File: config.mk
export PLATFORM = sky130hd
export DESIGN_NAME = stereo_serial_rx
export DESIGN_NICKNAME = d
export VERILOG_FILES = /design/src/rtl/stereo_serial_rx_pkg.sv /design/src/rtl/ssr_slot_framer.sv /design/src/rtl/ssr_frame_meter.sv /design/src/rtl/ssr_slot_capture.sv /design/src/rtl/stereo_serial_rx.sv
export SDC_FILE = /design/constraint.sdc
export NUM_CORES = 1
export LEC_CHECK = 0
export ABC_AREA = 1
export BUFFER_PORTS_ARGS = -buffer_cell sky130_fd_sc_hd__buf_2
export CAP_MARGIN = 20
export CORE_AREA = 2 2 135 137
export DETAILED_ROUTE_END_ITERATION = 12
export DIE_AREA = 0 0 137 139
export GPL_ROUTABILITY_DRIVEN = 0
export SLEW_MARGIN = 30
export SYNTH_ARGS = -nofsm -noshare
export SYNTH_HDL_FRONTEND = slang
export SYNTH_SLANG_ARGS = --single-unit
File: constraint.sdc
create_clock -name clk -period 1.6 [get_ports clk]
set_clock_uncertainty 0.2 [all_clocks]
set_input_delay 0.08 -clock clk [delete_from_list [all_inputs] [get_ports clk]]
set_output_delay 0.08 -clock clk [all_outputs]
set_load 0.01 [all_outputs]
File: src/rtl/stereo_serial_rx_pkg.sv
package stereo_serial_rx_pkg;

  localparam int unsigned SAMPLE_W = 32;

  typedef enum logic [1:0] {
    WL_16 = 2'd0,
    WL_24 = 2'd1,
    WL_32 = 2'd2
  } wlen_e;

  // Turn an MSB-aligned capture into a right-aligned, sign-extended sample.
  function automatic logic [SAMPLE_W-1:0] sign_fill(input logic [SAMPLE_W-1:0] raw,
                                                    input wlen_e wl);
    logic [SAMPLE_W-1:0] res;
    case (wl)
      WL_16:   res = {{16{raw[SAMPLE_W-1]}}, raw[SAMPLE_W-1 -: 16]};
      WL_24:   res = {{8{raw[SAMPLE_W-1]}},  raw[SAMPLE_W-1 -: 24]};
      default: res = raw;
    endcase
    return res;
  endfunction

endpackage

File: src/rtl/ssr_slot_framer.sv
// Finds slot boundaries on the word-select line and names the channel.
module ssr_slot_framer (
  input  logic clk,
  input  logic rst_n,
  input  logic mode_lj,
  input  logic ws,
  output logic slot_start,
  output logic slot_left
);
  logic armed;
  logic ws_q;
  logic ws_edge;
  logic ws_edge_q;

  // No edge is taken on the first sampled cycle after reset.
  assign ws_edge = armed && (ws != ws_q);

  always_ff @(posedge clk) begin
    if (!rst_n) begin
      armed     <= 1'b0;
      ws_q      <= 1'b0;
      ws_edge_q <= 1'b0;
    end else begin
      armed     <= 1'b1;
      ws_q      <= ws;
      ws_edge_q <= ws_edge;
    end
  end

  // Left-justified: the slot opens with the edge itself, left while high.
  // Delayed framing: the slot opens one clock later, left while low.
  assign slot_start = mode_lj ? ws_edge : ws_edge_q;
  assign slot_left  = mode_lj ? ws      : ~ws_q;

endmodule

File: src/rtl/ssr_frame_meter.sv
// Measures clocks between left-slot starts and decodes the word length.
module ssr_frame_meter
  import stereo_serial_rx_pkg::*;
#(
  parameter int unsigned CNT_W = 8
) (
  input  logic  clk,
  input  logic  rst_n,
  input  logic  slot_start,
  input  logic  slot_left,
  output logic  frame_done,
  output logic  frame_ok,
  output wlen_e frame_wl
);
  localparam logic [CNT_W-1:0] CNT_MAX = '1;
  localparam logic [CNT_W-1:0] LEN_32  = CNT_W'(32);
  localparam logic [CNT_W-1:0] LEN_48  = CNT_W'(48);
  localparam logic [CNT_W-1:0] LEN_64  = CNT_W'(64);

  logic [CNT_W-1:0] clk_cnt;
  logic             primed;
  logic             right_seen;
  logic             left_start;

  assign left_start = slot_start && slot_left;

  always_ff @(posedge clk) begin
    if (!rst_n) begin
      clk_cnt    <= '0;
      primed     <= 1'b0;
      right_seen <= 1'b0;
    end else begin
      if (left_start) begin
        clk_cnt    <= CNT_W'(1);
        primed     <= 1'b1;
        right_seen <= 1'b0;
      end else begin
        if (clk_cnt != CNT_MAX) clk_cnt <= clk_cnt + 1'b1;
        if (slot_start) right_seen <= 1'b1;
      end
    end
  end

  // A frame closes at a left start that follows a full left and right slot.
  assign frame_done = left_start && primed && right_seen;

  always_comb begin
    frame_ok = 1'b1;
    frame_wl = WL_32;
    if (clk_cnt == LEN_32)      frame_wl = WL_16;
    else if (clk_cnt == LEN_48) frame_wl = WL_24;
    else if (clk_cnt == LEN_64) frame_wl = WL_32;
    else                        frame_ok = 1'b0;
  end

endmodule

File: src/rtl/ssr_slot_capture.sv
// Collects the bits of each slot MSB-aligned; bits past the width are dropped.
module ssr_slot_capture
  import stereo_serial_rx_pkg::*;
#(
  parameter int unsigned SLOT_W = SAMPLE_W
) (
  input  logic              clk,
  input  logic              rst_n,
  input  logic              slot_start,
  input  logic              slot_left,
  input  logic              sdata,
  output logic [SLOT_W-1:0] left_word,
  output logic [SLOT_W-1:0] cur_word
);
  localparam int unsigned POS_W = $clog2(SLOT_W) + 1;
  localparam int unsigned IDX_W = $clog2(SLOT_W);
  localparam logic [POS_W-1:0] POS_END = POS_W'(SLOT_W);

  logic [SLOT_W-1:0] shreg;
  logic [SLOT_W-1:0] left_hold;
  logic [POS_W-1:0]  pos;
  logic              cur_left;
  logic [IDX_W-1:0]  bit_idx;

  assign bit_idx = IDX_W'(SLOT_W - 1) - pos[IDX_W-1:0];

  always_ff @(posedge clk) begin
    if (!rst_n) begin
      shreg     <= '0;
      left_hold <= '0;
      pos       <= POS_END;
      cur_left  <= 1'b0;
    end else if (slot_start) begin
      if (cur_left) left_hold <= shreg;
      shreg    <= {sdata, {(SLOT_W-1){1'b0}}};
      pos      <= POS_W'(1);
      cur_left <= slot_left;
    end else if (pos != POS_END) begin
      shreg[bit_idx] <= sdata;
      pos            <= pos + 1'b1;
    end
  end

  assign left_word = left_hold;
  assign cur_word  = shreg;

  // every slot start puts the next bit at the second position
  assert_slot_restart_R1: assert property (@(posedge clk) disable iff (!rst_n)
    slot_start |=> (pos == POS_W'(1)));

endmodule

File: src/rtl/stereo_serial_rx.sv
module stereo_serial_rx
  import stereo_serial_rx_pkg::*;
#(
  parameter int unsigned CNT_W = 8
) (
  input  logic                clk,
  input  logic                rst_n,
  input  logic                mode_lj,
  input  logic                ws,
  input  logic                sdata,
  output logic                pcm_valid,
  output logic [SAMPLE_W-1:0] pcm_left,
  output logic [SAMPLE_W-1:0] pcm_right,
  output logic [1:0]          pcm_wlen,
  output logic                frame_err
);
  logic                slot_start;
  logic                slot_left;
  logic                frame_done;
  logic                frame_ok;
  wlen_e               frame_wl;
  logic [SAMPLE_W-1:0] left_word;
  logic [SAMPLE_W-1:0] cur_word;

  ssr_slot_framer u_framer (
    .clk        (clk),
    .rst_n      (rst_n),
    .mode_lj    (mode_lj),
    .ws         (ws),
    .slot_start (slot_start),
    .slot_left  (slot_left)
  );

  ssr_frame_meter #(.CNT_W(CNT_W)) u_meter (
    .clk        (clk),
    .rst_n      (rst_n),
    .slot_start (slot_start),
    .slot_left  (slot_left),
    .frame_done (frame_done),
    .frame_ok   (frame_ok),
    .frame_wl   (frame_wl)
  );

  ssr_slot_capture #(.SLOT_W(SAMPLE_W)) u_capture (
    .clk        (clk),
    .rst_n      (rst_n),
    .slot_start (slot_start),
    .slot_left  (slot_left),
    .sdata      (sdata),
    .left_word  (left_word),
    .cur_word   (cur_word)
  );

  // When a frame closes, the word still being shifted is the finished right slot.
  always_ff @(posedge clk) begin
    if (!rst_n) begin
      pcm_valid <= 1'b0;
      pcm_left  <= '0;
      pcm_right <= '0;
      pcm_wlen  <= WL_16;
      frame_err <= 1'b0;
    end else begin
      pcm_valid <= frame_done && frame_ok;
      if (frame_done) frame_err <= !frame_ok;
      if (frame_done && frame_ok) begin
        pcm_left  <= sign_fill(left_word, frame_wl);
        pcm_right <= sign_fill(cur_word, frame_wl);
        pcm_wlen  <= frame_wl;
      end
    end
  end

  assert_single_pulse_R8: assert property (@(posedge clk) disable iff (!rst_n)
    pcm_valid |=> !pcm_valid);

  assert_err_blocks_valid_R7: assert property (@(posedge clk) disable iff (!rst_n)
    pcm_valid |-> !frame_err);

  assert_sext16_R3: assert property (@(posedge clk) disable iff (!rst_n)
    (pcm_valid && pcm_wlen == WL_16) |->
      (pcm_left[31:16] == {16{pcm_left[15]}} && pcm_right[31:16] == {16{pcm_right[15]}}));

  assert_sext24_R3: assert property (@(posedge clk) disable iff (!rst_n)
    (pcm_valid && pcm_wlen == WL_24) |->
      (pcm_left[31:24] == {8{pcm_left[23]}} && pcm_right[31:24] == {8{pcm_right[23]}}));

endmodule

==> results of run 1 <==
## worst max-delay path, cell delays in order (launching register included)
cell and delay [ns]:
dfxtp_4 0.36, nor2_4 0.10, nand3_2 0.09, a21oi_4 0.22, inv_2 0.08, nor2_4 0.14
buf_12 0.18, buf_8 0.16, nand3_1 0.09, nand2_1 0.09
## placed cells by master (no fill, tap or decap), types with 17 or more instances in the layout
cell / synthesis / routed
nand2_1: 242 / 208
nand3_1: 198 / 148
dfxtp_1: 152 / 143
buf_2: 23 / 71
nor2_1: 74 / 65
buf_4: 2 / 53
a21oi_1: 81 / 51
inv_1: 54 / 44
nand3_2: 0 / 41
a21oi_2: 1 / 30
clkbuf_16: 0 / 29
nand2_4: 2 / 19
o21ai_1: 1 / 19
o21ai_2: 0 / 17
## sequential cells by signal, indices dropped and copies added, names as in the netlist, 2 cells and up
signal / flops
pcm_right: 32
u_meter.clk_cnt: 8
u_capture.cur_word: 32
pcm_left: 32
pcm_wlen: 2
u_capture.pos: 6
u_capture.left_word: 32
## metrics by stage
step / cells / power (mW) / worst slack, ns / hold slack, ns / instance area (um2)
floorplan: 979 / 4.29 / 0.0150 / -0.0923 / 6930
global placement: 1283 / 4.52 / -0.0592 / 0.117 / 7900
detailed placement: 1283 / 4.52 / -0.0703 / 0.120 / 7900
CTS: 1323 / 8.31 / -0.0771 / -0.233 / 8570
global route: 1350 / 8.78 / -0.269 / -0.171 / 10000
finish: 1350 / 8.49 / -0.166 / -0.172 / 10000
## layout make-up
| cell class | count | area (um2) |
|---|---|---|
| Clock inverter | 12 | 101 |
| Multi-Input combinational cell | 699 | 4210 |
| Timing Repair Buffer | 180 | 1710 |
| Inverter | 58 | 223 |
| Sequential cell | 152 | 3060 |
| Clock buffer | 20 | 447 |
| Fill cell | 1598 | 7630 |
| Tap cell | 229 | 287 |
## repair_timing
item,in CTS,in global routing
endpoints found under the hold margin,33,14
buffers inserted,2,8
endpoints found under the setup margin,84,145
gates cloned,0,20
pin swaps,2,70
resized for setup,17,278
## cell families (layout without fill, tap and decap cells)
| kind of cell | Yosys count | after routing | share of synthesized area |
|---|---|---|---|
| adder cells (fa/ha/maj) | 6 | 6 | 0.0108 |
| AND/OR/NAND/NOR | 533 | 533 | 0.338 |
| AO/OA/AOI/OAI | 155 | 155 | 0.120 |
| buffers and inverters | 128 | 270 | 0.0848 |
| XOR/XNOR | 5 | 5 | 0.00633 |
| flip-flops | 152 | 152 | 0.440 |
## power breakdown
| group | total, mW | switching [mW] | internal, mW |
|---|---|---|---|
| clock network | 3.79 | 1.62 | 2.17 |
| logic | 0.824 | 0.492 | 0.331 |
| registers | 3.88 | 0.0553 | 3.83 |
## routing by layer
layer,vias to the layer above,part of all wire,global-route usage
li1,3527,-,-
met5,-,0,0
met4,0,0.037,0.0808
met1,3311,0.42,0.278
met2,226,0.49,0.318
met3,57,0.057,0.0351
## how the worst max path moves through the flow
| stage | slack (ns) | cells past startpoint | endpoint |
|---|---|---|---|
| CTS | -0.08 | 10 | pcm_left[4] |
| floorplan | 0.02 | 9 | pcm_left[31] |
| detailed placement | -0.07 | 10 | pcm_right[12] |
| global route | -0.27 | 9 | pcm_left[3] |
| finish | -0.17 | 9 | pcm_right[29] |
| global placement | -0.06 | 10 | pcm_right[12] |
==> metrics.md, run 1 <==
| Metric | Value |
|---|---|
| Die area | about 19000 um2 |
| Critical Path AT | between 1.5 and 2 ns |
| Root Driver | clkbuf_16 |
| Worst R2R Path Depth | 9 |
| Hold Vio Cnt, Final | 15 |
| CP Capture Type | flip-flop |
| Power Density | around 850 nW/um2 |
| TritonCTS buffer count | 17 |
| Worst Path Max Fanout | 8 |
| Final Max Tran Viols | 0 |
| Cell leakage power | around 4.3 nW |
| Synth warn | 0 |
| Total wire length | between 20000 and 25000 um |
| Die W | 137 um |
| Reg-to-reg critical path endpoint | pcm_right[29] |
| Clock buffer depth | 2 |
| Final net count | roughly 1100 |
| Seq cells post-synth | roughly 150 |
| Final setup margin | -0.166 ns |
| RSZ-0062 raised after global routing | true |
| Via count | 7121 |
| CP startpoint kind | flip-flop |
| Hold EP | u_capture.pos[5] |
| Asr flop ratio synth | 0 |
| TritonCTS clock tree | built |
| Synth cell count leaders | 242 x nand2_1, 198 x nand3_1, 152 x dfxtp_1 |
| Setup TNS | -9.10 ns |
| Ant. Diodes | 0 |
| Worst Path Required | roughly 1.8 ns |
| Register area share after synthesis | 0.440 |
| Reg2reg setup slack | -0.17 ns |
| Total track usage | 0.204 |
| Largest cells by area after synthesis | dfxtp_1 44%, nand3_1 14%, nand2_1 13% |
| Starting Density | 0.392 |
| Post-Route Utilization | 0.568 |
| Failing checks | negative hold slack, negative setup slack |
| Initial antenna violation count | 0 |
| Worst hold path type | input pin to flip-flop |
| Initial DRT Pass Iterations | 5 |
| Relative slew slack | 0.704 |
| Hold_sp | rst_n |
| RR Startpoint | u_meter.clk_cnt[5] |
| GRT overflow | 0 |
| DRT antenna net count | 0 |
| Max-cap violations | 0 |
| First-pass GRT wire length | around 30000 um |
| DRC | 0 |
| Fraction of layout cells with a size suffix above 1 | 0.356 |
| CORE AREA | between 15000 and 20000 um2 |
| Largest net degree at the start of global routing | 83 |
| Crit path from | u_meter.clk_cnt[5] |
| Io pins | 73 |
| Hpwl dp | ~13000 um |
| Hold depth | 2 |
| Clock tree sinks | 152 |
| Cell taking the most area after synthesis | dfxtp_1 |
| Synth top area share | 0.440 |
| Min Hold Slack | -0.172 ns |
| Synthesized instance count | just under 1000 |
| Synth-to-layout area growth | 44.9% |
| Rows | just under 50 |
| Part of the cycle the worst path needs | 1.10 |
| Avg Inst Size Synth | 7.07 um2 |
| Routed len/inst | 16.7 um |
| H-tree depth | 4 |
| Clock latency at the later pin of the worst-skew pair | approximately 0.43 ns |
| Worst slew pin tran | approximately 0.44 ns |
| CP Class | flip-flop to flip-flop |
| Fin crit period | around 1.8 ns |
| Cell variety after synth | 31 |
| Synth Net Count | 990 |
| Final setup fails | about 110 |
| Die Height | approximately 140 um |
| Peak supply drop | about 830 uV |
| Clock slew at reported path FFs | 0.06 ns |
| Post-synth top flop | dfxtp_1 |
| IO Port Bufs | a little over 70 |
| Max Clk Rate | about 0.57 GHz |
| Outcome | complete, but fails checks |
| Mapped Area | around 7000 um2 |
| Hold_buf cts | 6 |
| Iter 0 DRT Violations | around 670 |
| Number of synthesized flops with an enable pin | 0 |
| Vias per cell | about 5.3 |
| Top-count cell post-synth | nand2_1 |
| Vias in the first global route | 5995 |
Power figures use the tool's default switching activity.
==> run 2: changes to the inputs <==
HOLD_SLACK_MARGIN = 0.12   (was not set)
==> run 2 against run 1 <==
The flow still finishes with violations (negative hold slack, negative setup slack). Routed wire length shrank 1.9%. Critical path depth unchanged. Utilization fell by 1.5 points. Global-route usage stayed put. Die area stayed put. Cell area shrank 2.7%. Largest power group unchanged. Highest routed layer unchanged.
==> metrics.md, run 2 (synthesized netlist as in run 1, its figures left out) <==
| Metric | Value |
|---|---|
| Die Height | 139 um (unchanged) |
| CP cell instances | nor2_4, nand3_2, a21oi_4, inv_2, nor2_4, buf_12, buf_8, nand3_1, nand2_1 (unchanged) |
| H-tree depth | 4 (unchanged) |
| Hold Vio Cnt, Final | 14 (was 15) |
| Reg power frac | 0.460 (was 0.457) |
| Fraction of layout cells with a size suffix above 1 | 0.319 (was 0.356) |
| Iter 0 DRT Violations | 647 (was 666) |
| Stages on worst setup path | 9 (unchanged) |
| Max incr delay on CP | 0.36 ns (about the same) |
| Commonest non-fill, non-tap cell in the layout | nand2_1 (unchanged) |
| CP delay by family, top | simple AND/OR/NAND/NOR gates (unchanged) |
| Design Power | 8.44 mW (was 8.49 mW) |
| Root Driver | clkbuf_16 (unchanged) |
| Final Max Tran Viols | 0 (unchanged) |
| Ant. Diodes | 0 (unchanged) |
| Met3 Use GR | 0.0351 (unchanged) |
| RSZ-0062 raised after global routing | true (unchanged) |
| Routed len/inst | 16.4 um (was 16.7 um) |
| Starting Density | 0.392 (unchanged) |
| CP Class | flip-flop to flip-flop (unchanged) |
| Total track usage | 0.204 (unchanged) |
| Non-filler cells, final | 1351 (was 1350) |
| Pre-CTS WS | -0.0703 ns (unchanged) |
| Initial antenna violation count | 0 (unchanged) |
| Total wire length | 22100 um (was 22500 um) |
| Reg2reg setup slack | -0.15 ns (was -0.17 ns) |
| Grt met1 use | 0.278 (about the same) |
| End of the critical path | pcm_right[29] (unchanged) |
| Failing checks | negative hold slack, negative setup slack (unchanged) |
| Clock slew at reported path FFs | 0.06 ns (about the same) |
| Largest net degree at the start of global routing | 83 (unchanged) |
| TritonCTS clock tree | built (unchanged) |
| TritonCTS buffer count | 17 (unchanged) |
| GRT overflow | 0 (unchanged) |
| Peak supply drop | 822 uV (was 830 uV) |
| Vias per cell | 5.29 (was 5.27) |
| First-pass GRT wire length | 30700 um (unchanged) |
| Crit path from | u_meter.clk_cnt[5] (unchanged) |
| Net Sw Frac | 0.252 (was 0.255) |
| Power Density | 865 nW/um2 (was 847 nW/um2) |
| Gate power share | 0.093 (was 0.097) |
| Fill count | 1663 (was 1598) |
| Synth-to-layout area growth | 41.0% (was 44.9%) |
| Vias in the first global route | 5993 (was 5995) |
| CORE AREA | 17700 um2 (unchanged) |
| RR Startpoint | u_meter.clk_cnt[5] (unchanged) |
| CP Capture Type | flip-flop (unchanged) |
| Hpwl dp | 13500 um (unchanged) |
| Max-cap violations | 0 (unchanged) |
| DRC | 0 (unchanged) |
| Fin area | 9760 um2 (was 10000 um2) |
| Clock power share | 0.447 (was 0.446) |
| Die area | 19000 um2 (unchanged) |
| DRT antenna net count | 0 (unchanged) |
| Final setup margin | -0.150 ns (was -0.166 ns) |
| Worst Path Max Fanout | 8 (unchanged) |
| Met2 usage | 0.318 (about the same) |
| IO Port Bufs | 72 (unchanged) |
| Final net count | 1120 (was 1119) |
| CP startpoint kind | flip-flop (unchanged) |
| Placed insts | 1283 (unchanged) |
| Max Clk Rate | 0.571 GHz (was 0.566 GHz) |
| Outcome | complete, but fails checks (unchanged) |
| Slowest cell on crit path | dfxtp_4 (unchanged) |
| Clock tree sinks | 152 (unchanged) |
| Worst slew pin tran | 0.460 ns (was 0.443 ns) |
| CP dominant cell by count | nor2_4 (unchanged) |
| Setup TNS | -7.11 ns (was -9.10 ns) |
| Clock buffer depth | 2 (unchanged) |
| Initial DRT Pass Iterations | 5 (unchanged) |
| Clock latency at the later pin of the worst-skew pair | 0.43 ns (about the same) |
| Cell leakage power | 4.25 nW (was 4.31 nW) |
| Reg-to-reg critical path endpoint | pcm_right[29] (unchanged) |
| Post-Route Utilization | 0.553 (was 0.568) |
| Cell Int Power | 6.31 mW (was 6.33 mW) |
| Fin crit period | 1.75 ns (was 1.77 ns) |
| Worst Path Required | 1.77 ns (about the same) |
| Die W | 137 um (unchanged) |
| Min Hold Slack | -0.183 ns (was -0.172 ns) |
| Relative slew slack | 0.692 (was 0.704) |
| Part of the cycle the worst path needs | 1.09 (was 1.10) |
| Via count | 7147 (was 7121) |
| Buf+Inv Stages, Crit Path | 3 (unchanged) |
| Net switching power figure | 2.12 mW (was 2.16 mW) |
| Worst hold path type | input pin to flip-flop (unchanged) |
| Gr busiest metal | met2 (unchanged) |
| Placed cell areas | 7900 um2 (unchanged) |
| Io pins | 73 (unchanged) |
| Rows | 49 (unchanged) |
| Commonest cells after routing, fill and taps aside | 221 x nand2_1, 150 x nand3_1, 142 x dfxtp_1 (was 208 x nand2_1, 148 x nand3_1, 143 x dfxtp_1) |
| Critical Path AT | 1.92 ns (was 1.94 ns) |
| Worst R2R Path Depth | 9 (unchanged) |
| Final setup fails | 77 (was 107) |
==> run 2: worst min path at each step <==
| stage | from | end | slack (ns) | cells after the start |
|---|---|---|---|---|
| after CTS | rst_n | u_capture.pos[5] | -0.23 | 2 |
| after detailed placement | ws | u_framer.ws_q | 0.12 | 3 |
| after floorplan | rst_n | u_framer.armed | -0.09 | 0 |
| after global placement | ws | u_framer.ws_q | 0.12 | 3 |
| after global routing | rst_n | u_capture.pos[5] | -0.18 | 2 |
| final | rst_n | u_capture.pos[5] | -0.18 | 2 |
==> run 2: power groups by stage <==
stage	clock network (mW)	logic, mW	registers, mW
CTS	3.84	0.595	3.87
finish	3.77	0.786	3.88
global route	4.00	0.850	3.88
global placement	0	0.562	3.96
detailed placement	0	0.568	3.96
floorplan	0	0.344	3.94
==> run 2: metal layers <==
| layer | part of all wire | routed length (um) | vias to the layer above |
|---|---|---|---|
| li1 | - | - | 3522 |
| met1 | 0.43 | 9590 | 3346 |
| met2 | 0.48 | 10500 | 221 |
| met3 | 0.052 | 1150 | 58 |
| met4 | 0.038 | 837 | 0 |
| met5 | 0 | 0 | - |
==> run 2: what timing repair did <==
action                                  in CTS  in global routing
gates resized for setup                     17                212
pin swaps                                    2                 58
buffers inserted                             2                  7
cloned                                       0                 18
endpoints found under the setup margin      84                144
hold buffers                                 8                  1
hold endpoints to repair                   134                 58
==> run 2: layout make-up <==
| cell class | count | area (um2) | area share |
|---|---|---|---|
| flip-flops and latches | 152 | 3060 | 0.313 |
| well taps | 229 | 287 | 0.0294 |
| clock inverters | 12 | 101 | 0.0104 |
| repair buffers | 181 | 1650 | 0.169 |
| multi-input cells | 699 | 3990 | 0.409 |
| inverters | 58 | 223 | 0.0228 |
| clock buffers | 20 | 447 | 0.0458 |
==> run 3: changes to the inputs <==
clock period = 1.4 ns   (was 1.6 ns; I/O delays follow)
==> run 3 against run 2 <==
The run still ends with negative hold slack, negative setup slack left. Register-to-register slack worse by 0.18 ns. Sequential power rose by 14%. Clock-buffer cell count stayed put. Sequential cell count did not move. Critical path type unchanged. Largest power group unchanged.
==> metrics.md, run 3 (synthesized netlist as in run 1, its figures left out) <==
| Metric | Value |
|---|---|
| Grt met1 use | 0.293 (was 0.278) |
| Commonest non-fill, non-tap cell in the layout | nand2_1 (unchanged) |
| TritonCTS clock tree | built (unchanged) |
| RR Startpoint | u_meter.clk_cnt[4] (was u_meter.clk_cnt[5]) |
| Starting Density | 0.392 (unchanged) |
| Iter 0 DRT Violations | 565 (was 647) |
| Worst Path Max Fanout | 7 (was 8) |
| Root Driver | clkbuf_16 (unchanged) |
| Reg-to-reg critical path endpoint | pcm_left[31] (was pcm_right[29]) |
| Buf+Inv Stages, Crit Path | 3 (unchanged) |
| Ant. Diodes | 0 (unchanged) |
| CP Capture Type | flip-flop (unchanged) |
| GRT overflow | 0 (unchanged) |
| DRC | 0 (unchanged) |
| CP startpoint kind | flip-flop (unchanged) |
| Total wire length | 21900 um (was 22100 um) |
| Hold depth | 2 (unchanged) |
| Initial antenna violation count | 0 (unchanged) |
| Hold_buf cts | 4 (was 8) |
| Cell leakage power | 4.38 nW (was 4.25 nW) |
| Slowest cell on crit path | dfxtp_4 (unchanged) |
| Vias per cell | 5.28 (was 5.29) |
| Rows | 49 (unchanged) |
| Vias in the first global route | 6248 (was 5993) |
| Met2 usage | 0.336 (was 0.318) |
| Die area | 19000 um2 (unchanged) |
| Largest net degree at the start of global routing | 52 (was 83) |
| CP Class | flip-flop to flip-flop (unchanged) |
| Outcome | complete, but fails checks (unchanged) |
| Final setup margin | -0.326 ns (was -0.150 ns) |
| Worst slew pin tran | 0.498 ns (was 0.460 ns) |
| Commonest cells after routing, fill and taps aside | 212 x nand2_1, 162 x nand3_1, 144 x dfxtp_1 (was 221 x nand2_1, 150 x nand3_1, 142 x dfxtp_1) |
| Critical Path AT | 1.90 ns (was 1.92 ns) |
| Routed len/inst | 15.8 um (was 16.4 um) |
| CP dominant cell by count | nor2_4 (unchanged) |
| Post-Route Utilization | 0.575 (was 0.553) |
| Hold Vio Cnt, Final | 17 (was 14) |
| CORE AREA | 17700 um2 (unchanged) |
| Peak supply drop | 943 uV (was 822 uV) |
| Total track usage | 0.214 (was 0.204) |
| DRT antenna net count | 0 (unchanged) |
| Met3 Use GR | 0.0384 (was 0.0351) |
| H-tree depth | 4 (unchanged) |
| Clock latency at the later pin of the worst-skew pair | 0.43 ns (about the same) |
| Io pins | 73 (unchanged) |
| Part of the cycle the worst path needs | 1.23 (was 1.09) |
| Failing checks | negative hold slack, negative setup slack (unchanged) |
| Clock slew at reported path FFs | 0.06 ns (about the same) |
| Clock buffer depth | 2 (unchanged) |
| Worst hold path type | input pin to flip-flop (unchanged) |
| Worst Path Required | 1.58 ns (was 1.77 ns) |
| Power Density | 966 nW/um2 (was 865 nW/um2) |
| First-pass GRT wire length | 32100 um (was 30700 um) |
| Via count | 7309 (was 7147) |
| Clock tree sinks | 152 (unchanged) |
| Worst R2R Path Depth | 9 (unchanged) |
| Hpwl dp | 14000 um (was 13500 um) |
| CP delay by family, top | simple AND/OR/NAND/NOR gates (unchanged) |
| Fraction of layout cells with a size suffix above 1 | 0.357 (was 0.319) |
| Pre-CTS WS | -0.304 ns (was -0.0703 ns) |
| Die Height | 139 um (unchanged) |
| RSZ-0062 raised after global routing | true (unchanged) |
| Fin crit period | 1.73 ns (was 1.75 ns) |
| Hold EP | u_capture.pos[5] (unchanged) |
| Placed insts | 1325 (was 1283) |
| IO Port Bufs | 72 (unchanged) |
| Relative slew slack | 0.667 (was 0.692) |
| Max Clk Rate | 0.580 GHz (was 0.571 GHz) |
| Max-cap violations | 0 (unchanged) |
| Min Hold Slack | -0.214 ns (was -0.183 ns) |
| TritonCTS buffer count | 17 (unchanged) |
| CP cell instances | nor2_4, nand3_2, a21oi_4, inv_2, nor2_4, buf_6, clkbuf_16, nand3_1, nand2_1 (was nor2_4, nand3_2, a21oi_4, inv_2, nor2_4, buf_12, buf_8, nand3_1, nand2_1) |
| Non-filler cells, final | 1384 (was 1351) |
| Final net count | 1154 (was 1120) |
| Final setup fails | 148 (was 77) |
| Initial DRT Pass Iterations | 7 (was 5) |
| Reg2reg setup slack | -0.33 ns (was -0.15 ns) |
| Max incr delay on CP | 0.36 ns (about the same) |
| Die W | 137 um (unchanged) |
| Gr busiest metal | met2 (unchanged) |
| Hold_sp | rst_n (unchanged) |
| Final Max Tran Viols | 0 (unchanged) |
| Synth-to-layout area growth | 46.7% (was 41.0%) |
[run 3: layout make-up]
type	count	area (um2)
Fill cell	1585	7510
Multi-Input combinational cell	700	4130
Sequential cell	152	3060
Timing Repair Buffer	214	1890
Clock buffer	20	457
Tap cell	229	287
Inverter	58	225
Clock inverter	11	100
[run 3: repair_timing]
action / 4_1_cts / 5_1_grt
setup buffers: 2 / 11
setup endpoints to repair: 147 / 149
gates resized for setup: 68 / 162
cloned: 3 / 8
hold endpoints to repair: 132 / 90
pin swaps: 4 / 38
[run 3: how the worst max path moves through the flow]
stage | startpoint | endpoint | cells past startpoint
6_report | u_meter.clk_cnt[4] | pcm_left[31] | 9
5_1_grt | u_meter.clk_cnt[0] | pcm_left[0] | 10
4_1_cts | u_framer.ws_q | pcm_left[22] | 10
3_5_place_dp | u_meter.clk_cnt[0] | pcm_left[13] | 10
3_3_place_gp | u_meter.clk_cnt[1] | pcm_left[3] | 9
2_1_floorplan | u_meter.clk_cnt[1] | pcm_left[31] | 9
[run 3: where the power goes]
| part | internal (mW) | total [mW] | switching (mW) |
|---|---|---|---|
| sequential | 4.37 | 4.43 | 0.0581 |
| clock | 2.52 | 4.38 | 1.85 |
| combinational | 0.426 | 1.00 | 0.574 |
[run 3: through the flow]
step	setup TNS [ns]	power (mW)	area, um2
final	-31.90	9.81	10200
after global routing	-42.01	10.1	10200
after CTS	-25.54	9.70	9320
after detailed placement	-27.24	5.29	8380
after global placement	-25.50	5.29	8380
after floorplan	-7.24	4.98	7130
[run 3: metal layers]
metal / part of all wire / vias to the layer above
met2: 0.48 / 253
met3: 0.054 / 54
li1: - / 3598
met4: 0.029 / 0
met1: 0.44 / 3404
met5: 0 / -
